File: src/rtl/ser_port_pkg.sv
package ser_port_pkg;

    localparam int unsigned ADDR_W = 3;
    localparam int unsigned BYTE_W = 8;

    localparam logic [ADDR_W-1:0] OFS_BAUD   = 3'd0;
    localparam logic [ADDR_W-1:0] OFS_CTRL1  = 3'd1;
    localparam logic [ADDR_W-1:0] OFS_CTRL2  = 3'd2;
    localparam logic [ADDR_W-1:0] OFS_STATUS = 3'd3;
    localparam logic [ADDR_W-1:0] OFS_DATA   = 3'd4;

    localparam int unsigned C2_RX_EN = 2;
    localparam int unsigned C2_TX_EN = 3;

    localparam logic [BYTE_W-1:0] IRQ_SRC_MASK = 8'hF0;

    typedef enum logic [1:0] {
        TX_IDLE,
        TX_START,
        TX_DATA,
        TX_STOP
    } tx_state_t;

    typedef enum logic [1:0] {
        RX_IDLE,
        RX_START,
        RX_DATA,
        RX_STOP
    } rx_state_t;

endpackage

File: src/rtl/ser_tick_gen.sv
module ser_tick_gen #(
    parameter int unsigned CLK_DIV = 26
) (
    input  logic clk,
    input  logic rst_n,
    output logic tick
);
    generate
        if (CLK_DIV <= 1) begin : g_pass
            assign tick = rst_n;
        end else begin : g_count
            localparam int unsigned CW = $clog2(CLK_DIV);
            localparam logic [CW-1:0] LAST = CW'(CLK_DIV - 1);
            logic [CW-1:0] cnt_q;

            always_ff @(posedge clk or negedge rst_n) begin
                if (!rst_n) begin
                    cnt_q <= '0;
                end else if (cnt_q == LAST) begin
                    cnt_q <= '0;
                end else begin
                    cnt_q <= cnt_q + 1'b1;
                end
            end

            assign tick = (cnt_q == LAST);
        end
    endgenerate
endmodule

File: src/rtl/ser_tx.sv
module ser_tx
    import ser_port_pkg::*;
#(
    parameter int unsigned OVS = 16
) (
    input  logic              clk,
    input  logic              rst_n,
    input  logic              tick,
    input  logic              start,
    input  logic [BYTE_W-1:0] data,
    output logic              line,
    output logic              done
);
    localparam int unsigned CW = $clog2(OVS);
    localparam logic [CW-1:0] CNT_LAST = CW'(OVS - 1);
    localparam int unsigned BW = $clog2(BYTE_W);
    localparam logic [BW-1:0] BIT_LAST = BW'(BYTE_W - 1);

    tx_state_t         state_q;
    logic [CW-1:0]     cnt_q;
    logic [BW-1:0]     bit_q;
    logic [BYTE_W-1:0] shreg_q;
    logic              bit_end;

    assign bit_end = tick && (cnt_q == CNT_LAST);

    // state register and counters
    always_ff @(posedge clk or negedge rst_n) begin
        if (!rst_n) begin
            state_q <= TX_IDLE;
            cnt_q   <= '0;
            bit_q   <= '0;
            shreg_q <= '0;
        end else begin
            unique case (state_q)
                TX_IDLE: begin
                    if (start && tick) begin
                        state_q <= TX_START;
                        cnt_q   <= '0;
                        shreg_q <= data;
                    end
                end
                TX_START: begin
                    if (bit_end) begin
                        state_q <= TX_DATA;
                        bit_q   <= '0;
                    end
                end
                TX_DATA: begin
                    if (bit_end) begin
                        shreg_q <= shreg_q >> 1;
                        if (bit_q == BIT_LAST) begin
                            state_q <= TX_STOP;
                        end else begin
                            bit_q <= bit_q + 1'b1;
                        end
                    end
                end
                TX_STOP: begin
                    if (bit_end) begin
                        state_q <= TX_IDLE;
                    end
                end
            endcase
            if (state_q != TX_IDLE && tick) begin
                cnt_q <= (cnt_q == CNT_LAST) ? '0 : cnt_q + 1'b1;
            end
        end
    end

    // outputs
    always_comb begin
        line = 1'b1;
        done = 1'b0;
        unique case (state_q)
            TX_IDLE:  line = 1'b1;
            TX_START: line = 1'b0;
            TX_DATA:  line = shreg_q[0];
            TX_STOP: begin
                line = 1'b1;
                done = bit_end;
            end
        endcase
    end

    assert_bit_index_R4: assert property (@(posedge clk) disable iff (!rst_n)
        (state_q == TX_DATA && bit_end && bit_q == BIT_LAST) |=> (state_q == TX_STOP));

    assert_idle_start_on_tick_R4: assert property (@(posedge clk) disable iff (!rst_n)
        (state_q == TX_IDLE && !tick) |=> (state_q == TX_IDLE));
endmodule

File: src/rtl/ser_rx.sv
module ser_rx
    import ser_port_pkg::*;
#(
    parameter int unsigned OVS = 16
) (
    input  logic              clk,
    input  logic              rst_n,
    input  logic              tick,
    input  logic              en,
    input  logic              line,
    output logic              done,
    output logic              stop_ok,
    output logic [BYTE_W-1:0] data
);
    localparam int unsigned CW = $clog2(OVS);
    localparam logic [CW-1:0] CNT_LAST = CW'(OVS - 1);
    localparam logic [CW-1:0] CNT_MID  = CW'(OVS / 2 - 1);
    localparam int unsigned BW = $clog2(BYTE_W);
    localparam logic [BW-1:0] BIT_LAST = BW'(BYTE_W - 1);

    rx_state_t         state_q;
    logic [CW-1:0]     cnt_q;
    logic [BW-1:0]     bit_q;
    logic [BYTE_W-1:0] shreg_q;
    logic [1:0]        sync_q;
    logic              prev_q;
    logic              rx_s;
    logic              mid_hit;
    logic              end_hit;

    assign rx_s    = sync_q[1];
    assign mid_hit = tick && (cnt_q == CNT_MID);
    assign end_hit = tick && (cnt_q == CNT_LAST);

    always_ff @(posedge clk or negedge rst_n) begin
        if (!rst_n) begin
            sync_q <= 2'b11;
            prev_q <= 1'b1;
        end else begin
            sync_q <= {sync_q[0], line};
            if (tick) prev_q <= rx_s;
        end
    end

    // state register and counters
    always_ff @(posedge clk or negedge rst_n) begin
        if (!rst_n) begin
            state_q <= RX_IDLE;
            cnt_q   <= '0;
            bit_q   <= '0;
            shreg_q <= '0;
        end else if (!en) begin
            state_q <= RX_IDLE;
            cnt_q   <= '0;
        end else begin
            unique case (state_q)
                RX_IDLE: begin
                    if (tick && prev_q && !rx_s) begin
                        state_q <= RX_START;
                        cnt_q   <= '0;
                    end
                end
                RX_START: begin
                    if (mid_hit) begin
                        cnt_q <= '0;
                        bit_q <= '0;
                        state_q <= rx_s ? RX_IDLE : RX_DATA;
                    end else if (tick) begin
                        cnt_q <= cnt_q + 1'b1;
                    end
                end
                RX_DATA: begin
                    if (end_hit) begin
                        cnt_q   <= '0;
                        shreg_q <= {rx_s, shreg_q[BYTE_W-1:1]};
                        if (bit_q == BIT_LAST) begin
                            state_q <= RX_STOP;
                        end else begin
                            bit_q <= bit_q + 1'b1;
                        end
                    end else if (tick) begin
                        cnt_q <= cnt_q + 1'b1;
                    end
                end
                RX_STOP: begin
                    if (end_hit) begin
                        cnt_q   <= '0;
                        state_q <= RX_IDLE;
                    end else if (tick) begin
                        cnt_q <= cnt_q + 1'b1;
                    end
                end
            endcase
        end
    end

    // outputs
    always_comb begin
        done    = 1'b0;
        stop_ok = 1'b1;
        unique case (state_q)
            RX_IDLE, RX_START, RX_DATA: done = 1'b0;
            RX_STOP: begin
                done    = en && end_hit;
                stop_ok = rx_s;
            end
        endcase
    end

    assign data = shreg_q;

    assert_false_start_R9: assert property (@(posedge clk) disable iff (!rst_n)
        (en && state_q == RX_START && mid_hit && rx_s) |=> (state_q == RX_IDLE));

    assert_disabled_idle_R13: assert property (@(posedge clk) disable iff (!rst_n)
        (!en) |=> (state_q == RX_IDLE));
endmodule

File: src/rtl/ser_port.sv
module ser_port
    import ser_port_pkg::*;
#(
    parameter int unsigned CLK_DIV = 26,
    parameter int unsigned OVS     = 16
) (
    input  logic       clk,
    input  logic       rst_n,
    input  logic [2:0] bus_addr,
    input  logic       bus_wr,
    input  logic       bus_rd,
    input  logic [7:0] bus_wdata,
    output logic [7:0] bus_rdata,
    input  logic       line_rx,
    output logic       line_tx,
    output logic       irq
);
    logic              tick;
    logic [BYTE_W-1:0] ctl2_q;
    logic [BYTE_W-1:0] hold_q;
    logic [BYTE_W-1:0] rx_data_q;
    logic              tdre_q, tc_q, rdrf_q, ovr_q, fe_q;
    logic [BYTE_W-1:0] status;
    logic              tx_done, rx_done, rx_stop_ok;
    logic [BYTE_W-1:0] rx_byte;
    logic              wr_data, rd_data, wr_ctl2;

    assign wr_data = bus_wr && (bus_addr == OFS_DATA);
    assign rd_data = bus_rd && (bus_addr == OFS_DATA);
    assign wr_ctl2 = bus_wr && (bus_addr == OFS_CTRL2);

    ser_tick_gen #(.CLK_DIV(CLK_DIV)) u_tick (
        .clk  (clk),
        .rst_n(rst_n),
        .tick (tick)
    );

    ser_tx #(.OVS(OVS)) u_tx (
        .clk  (clk),
        .rst_n(rst_n),
        .tick (tick),
        .start(!tdre_q && ctl2_q[C2_TX_EN]),
        .data (hold_q),
        .line (line_tx),
        .done (tx_done)
    );

    ser_rx #(.OVS(OVS)) u_rx (
        .clk    (clk),
        .rst_n  (rst_n),
        .tick   (tick),
        .en     (ctl2_q[C2_RX_EN]),
        .line   (line_rx),
        .done   (rx_done),
        .stop_ok(rx_stop_ok),
        .data   (rx_byte)
    );

    always_ff @(posedge clk or negedge rst_n) begin
        if (!rst_n) begin
            ctl2_q    <= '0;
            hold_q    <= '0;
            rx_data_q <= '0;
            tdre_q    <= 1'b1;
            tc_q      <= 1'b1;
            rdrf_q    <= 1'b0;
            ovr_q     <= 1'b0;
            fe_q      <= 1'b0;
        end else begin
            if (wr_ctl2) ctl2_q <= bus_wdata;

            if (wr_data && tdre_q) begin
                hold_q <= bus_wdata;
                tdre_q <= 1'b0;
                tc_q   <= 1'b0;
            end else if (tx_done) begin
                tdre_q <= 1'b1;
                tc_q   <= 1'b1;
            end

            if (rd_data) begin
                rdrf_q <= 1'b0;
                ovr_q  <= 1'b0;
                fe_q   <= 1'b0;
            end
            if (rx_done) begin
                if (rdrf_q && !rd_data) begin
                    ovr_q <= 1'b1;
                end else begin
                    rx_data_q <= rx_byte;
                    rdrf_q    <= 1'b1;
                end
                if (!rx_stop_ok) fe_q <= 1'b1;
            end
        end
    end

    assign status = {tdre_q, tc_q, rdrf_q, 1'b0, ovr_q, 1'b0, fe_q, 1'b0};

    always_comb begin
        unique case (bus_addr)
            OFS_CTRL2:  bus_rdata = ctl2_q;
            OFS_STATUS: bus_rdata = status;
            OFS_DATA:   bus_rdata = rx_data_q;
            default:    bus_rdata = '0;
        endcase
    end

    assign irq = |(ctl2_q & status & IRQ_SRC_MASK);

    assert_tx_flags_clear_R5: assert property (@(posedge clk) disable iff (!rst_n)
        (wr_data && tdre_q) |=> (!tdre_q && !tc_q));

    assert_busy_write_ignored_R6: assert property (@(posedge clk) disable iff (!rst_n)
        (wr_data && !tdre_q) |=> $stable(hold_q));

    assert_read_clears_full_R8: assert property (@(posedge clk) disable iff (!rst_n)
        (rd_data && !rx_done) |=> !rdrf_q);

    assert_overrun_keeps_byte_R10: assert property (@(posedge clk) disable iff (!rst_n)
        (rx_done && rdrf_q && !rd_data) |=> ($stable(rx_data_q) && ovr_q));

    assert_irq_masked_R12: assert property (@(posedge clk) disable iff (!rst_n)
        (wr_ctl2 && bus_wdata[7:4] == 4'h0) |=> !irq);
endmodule

File: config.mk
export PLATFORM = sky130hd
export DESIGN_NAME = ser_port
export DESIGN_NICKNAME = d
export VERILOG_FILES = /design/src/rtl/ser_port_pkg.sv /design/src/rtl/ser_tick_gen.sv /design/src/rtl/ser_tx.sv /design/src/rtl/ser_rx.sv /design/src/rtl/ser_port.sv
export SDC_FILE = /design/constraint.sdc
export NUM_CORES = 1
export LEC_CHECK = 0
export ABC_AREA = 1
export BUFFER_PORTS_ARGS = -buffer_cell sky130_fd_sc_hd__buf_2
export CAP_MARGIN = 0
export CORE_UTILIZATION = 35
export DETAILED_ROUTE_END_ITERATION = 6
export PLACE_DENSITY = 0.6
export SYNTH_ARGS = -nofsm -noshare
export SYNTH_HDL_FRONTEND = slang
export SYNTH_SLANG_ARGS = --single-unit
File: constraint.sdc
create_clock -name clk -period 2.08 [get_ports clk]
set_input_delay 0.312 -clock clk [delete_from_list [all_inputs] [get_ports clk]]
set_output_delay 0.312 -clock clk [all_outputs]
set_load 0.02 [all_outputs]
==> out/qor.yml <==
outcome:
  status: "finished, violations left"
  violations: "negative hold slack"
yosys:
  synth_edf_count: 0
  synth_nets: 444
  synthCells: 416
  async_flop_share_pct: 100
  synth_seq_cells: 70
  synth_top_family_by_area: "simple AND/OR/NAND/NOR gates"
  yosys_warnings: 0
  synth_compound_area_share_pct: 13.3
  syn_area_um2: 3450
  avgSynthCellArea_um2: 8.30
  yosys.area_share.simple_pct: 24.1
  synth_ff_type: "dfrtp_1"
  ys_types: 31
  synth.mux.area_fraction_pct: 0
  synth-xor-area-share_pct: 0.508
  synth_fa_ha_area_share_pct: 4.35
  seq_area_frac_synth_pct: 50.9
clock_network:
  clock_path_buffers: 2
  cts_tree: "built"
  htree_num_levels: 3
  insertion_delay_ps: 340
  clkTransAtPathRegs_ps: 70
  holdBufCountCts: 0
  cts-root-buf: "clkbuf_8"
  cts_num_sinks: 70
  numCtsBuffers: 9
detailed_routing:
  drt-total-wl_mm: 6.80
  via_count: 2689
  drt_first_iter_violations: 109
  dr.pass1.iters: 4
  vias_per_cell: 4.62
  wl_per_cell_um: 11.7
  drtAntennaViolNets: 0
  drc: 0
setup_path:
  worstPathArrival_ps: 1600
  critPathRequiredTime_ps: 1770
  cpPeakStageDelay_ps: 420
  regToRegEndpoint: "u_tx.shreg_q[4]"
  crit_fanout: 7
  worstReg2RegStart: "u_tick.g_count.cnt_q[1]"
  start_kind: "flip-flop"
  crit_chain: "inv_1 > ha_2 > buf_4 > nand2_1 > a21oi_1 > buf_2"
  critical_path_class: "flip-flop to primary output"
  r2r_cells: 10
  slowest_stage: "dfrtp_1"
  worstSetupEndpointType: "primary output"
  rrSetupSlack_ps: 280
global_routing:
  grt_pass1_wl_mm: 11.8
  antenna_found_initial: 0
  grt_pass1_vias: 2626
  grt_max_degree: 71
  overflow: 0
  grt.total_usage_pct: 14.7
timing:
  holdWs_ps: -28.9
  worstMarginPinSlew_ps: 493
  setup_ws_ps: 163
  finalSetupViolations: 0
  period_share_pct: 92.2
  rsz0062_at_grt: "false"
  fin_crit_ps: 1920
  maxSlewViolCount: 0
  hold_viol: 23
  max_freq_mhz: 522
  finClkSkew_ps: 9.18
  slew_headroom_pct: 67.1
  tns_ps: 0
power_and_ir_drop:
  irDropWorstVdd_mv: 0.430
  leakagePower_nw: 1.97
  p_per_area_nw_per_um2: 854
place:
  dp_hpwl_mm: 4.92
  preCtsSetupSlack_ps: 238
  place_congestion: 0.789
  port_buffers: 25
finish:
  area_delta_synth_final_pct: 14.1
  final_layout_size_suffix_gt1_share_pct: 16.8
  nets: 476
  final_common_cell: "nand2_1"
  insertedDiodeCount: 0
  nFillCells: 957
  layout_common_cells: "nand2_1, dfrtp_1, inv_1"
worst_hold_path:
  hold_path_class: "input port to asynchronous set/reset pin"
floorplanning:
  die_w_um: 101
  design.die.area_um2: 10300
  start_util_pct: 36.7
  ioPinCount: 26
  die_h_um: 101
  core_um2: 9420
  rows: 35
flow_run:
  drv_cap: 0
==> state kept, by name (all words and copies together) (netlist names) <==
register / flops
fe_q: 1
tc_q: 1
ovr_q: 1
u_rx.cnt_q: 4
u_rx.sync_q: 2
u_tx.cnt_q: 4
u_tx.state_q: 2
u_rx.prev_q: 1
u_rx.data: 8
u_tx.shreg_q: 8
rdrf_q: 1
u_rx.bit_q: 3
hold_q: 8
u_rx.state_q: 2
u_tx.bit_q: 3
ctl2_q: 8
u_tick.g_count.cnt_q: 5
rx_data_q: 8
==> synth_stat cells (4+ instances only) <==
cell,n,area [um2]
o21ai_1,42,210
nand3_1,17,85.1
inv_2,7,26.3
nand4_1,4,25.0
o21ai_2,8,70.1
o211ai_1,4,30.0
a21oi_1,8,40.0
ha_1,12,150
nand2_1,137,514
inv_1,43,161
dfstp_2,4,105
dfrtp_1,66,1650
buf_2,6,30.0
o21ai_0,9,45.0
nor2_1,23,86.3
nand2_2,6,37.5
==> kinds of logic (layout without fill, tap and decap cells) <==
kind of cell,count (synthesis),in the layout
buffers and inverters,59,96
AO/OA/AOI/OAI,79,79
flip-flops,70,70
AND/OR/NAND/NOR,194,194
adder cells (fa/ha/maj),12,12
XOR/XNOR,2,2
==> worst max path at each step <==
stage / from / end / slack, ps / depth (start not counted)
floorplan: u_tx.state_q[0] / line_tx / 430 / 5
global placement: u_tick.g_count.cnt_q[1] / u_rx.data[7] / 310 / 9
detailed placement: u_tick.g_count.cnt_q[1] / u_tx.shreg_q[2] / 240 / 10
CTS: u_tx.state_q[0] / line_tx / 90 / 6
global route: u_tick.g_count.cnt_q[1] / u_rx.data[3] / 10 / 9
finish: u_tx.state_q[0] / line_tx / 160 / 6
==> through the flow <==
| stage | std cells | util, % | instance area [um2] | hold slack [ps] | total power [mW] |
|---|---|---|---|---|---|
| 6_report | 582 | 41.8 | 3940 | -28.9 | 3.36 |
| 5_1_grt | 582 | 41.8 | 3940 | 10.1 | 3.58 |
| 4_1_cts | 582 | 41.8 | 3940 | 0.00883 | 3.39 |
| 3_5_place_dp | 566 | 39.7 | 3730 | 347 | 2.29 |
| 3_3_place_gp | 566 | 39.7 | 3730 | 348 | 2.27 |
| 2_1_floorplan | 416 | - | 3450 | 16.4 | 2.04 |
==> routing by layer <==
metal | wire (um) | part of all wire (%) | up-vias | track usage [%]
met1 | 3340 | 49 | 1253 | 18.9
met3 | 257 | 3.8 | 7 | 4.62
met5 | 0 | 0 | - | 0
met2 | 3150 | 46 | 32 | 24.5
li1 | - | - | 1397 | -
met4 | 54 | 0.79 | 0 | 3.01
==> final cells by class <==
class	instances	area, um2	share of cell area (%)
Clock buffer	11	141	3.59
Timing Repair Buffer	29	168	4.26
Sequential cell	70	1760	44.6
Inverter	51	191	4.86
Tap cell	129	161	4.10
Clock inverter	5	58.8	1.49
Multi-Input combinational cell	287	1460	37.1
==> critical path, delay by kind of cell, from the launching register on <==
kind / cells / cell delay [ps]
buffers and inverters: 3 / 440
DFF: 1 / 420
adders and majority gates: 1 / 230
AOI/OAI and AO/OA: 1 / 120
and+or+nand+nor: 1 / 50
==> where the power goes <==
group	total [mW]	internal, mW	switching (mW)
Clock	1.10	0.587	0.510
Combinational	0.763	0.234	0.529
Sequential	1.50	1.43	0.0717
Total	3.36	2.25	1.11
==> what timing repair did <==
item                                    CTS  global route
hold endpoints to repair                  0             0
endpoints found under the setup margin    0             3
buffers inserted                          0             0
gates resized for setup                   0             1
No activity file was read; power rests on OpenSTA's default activity.
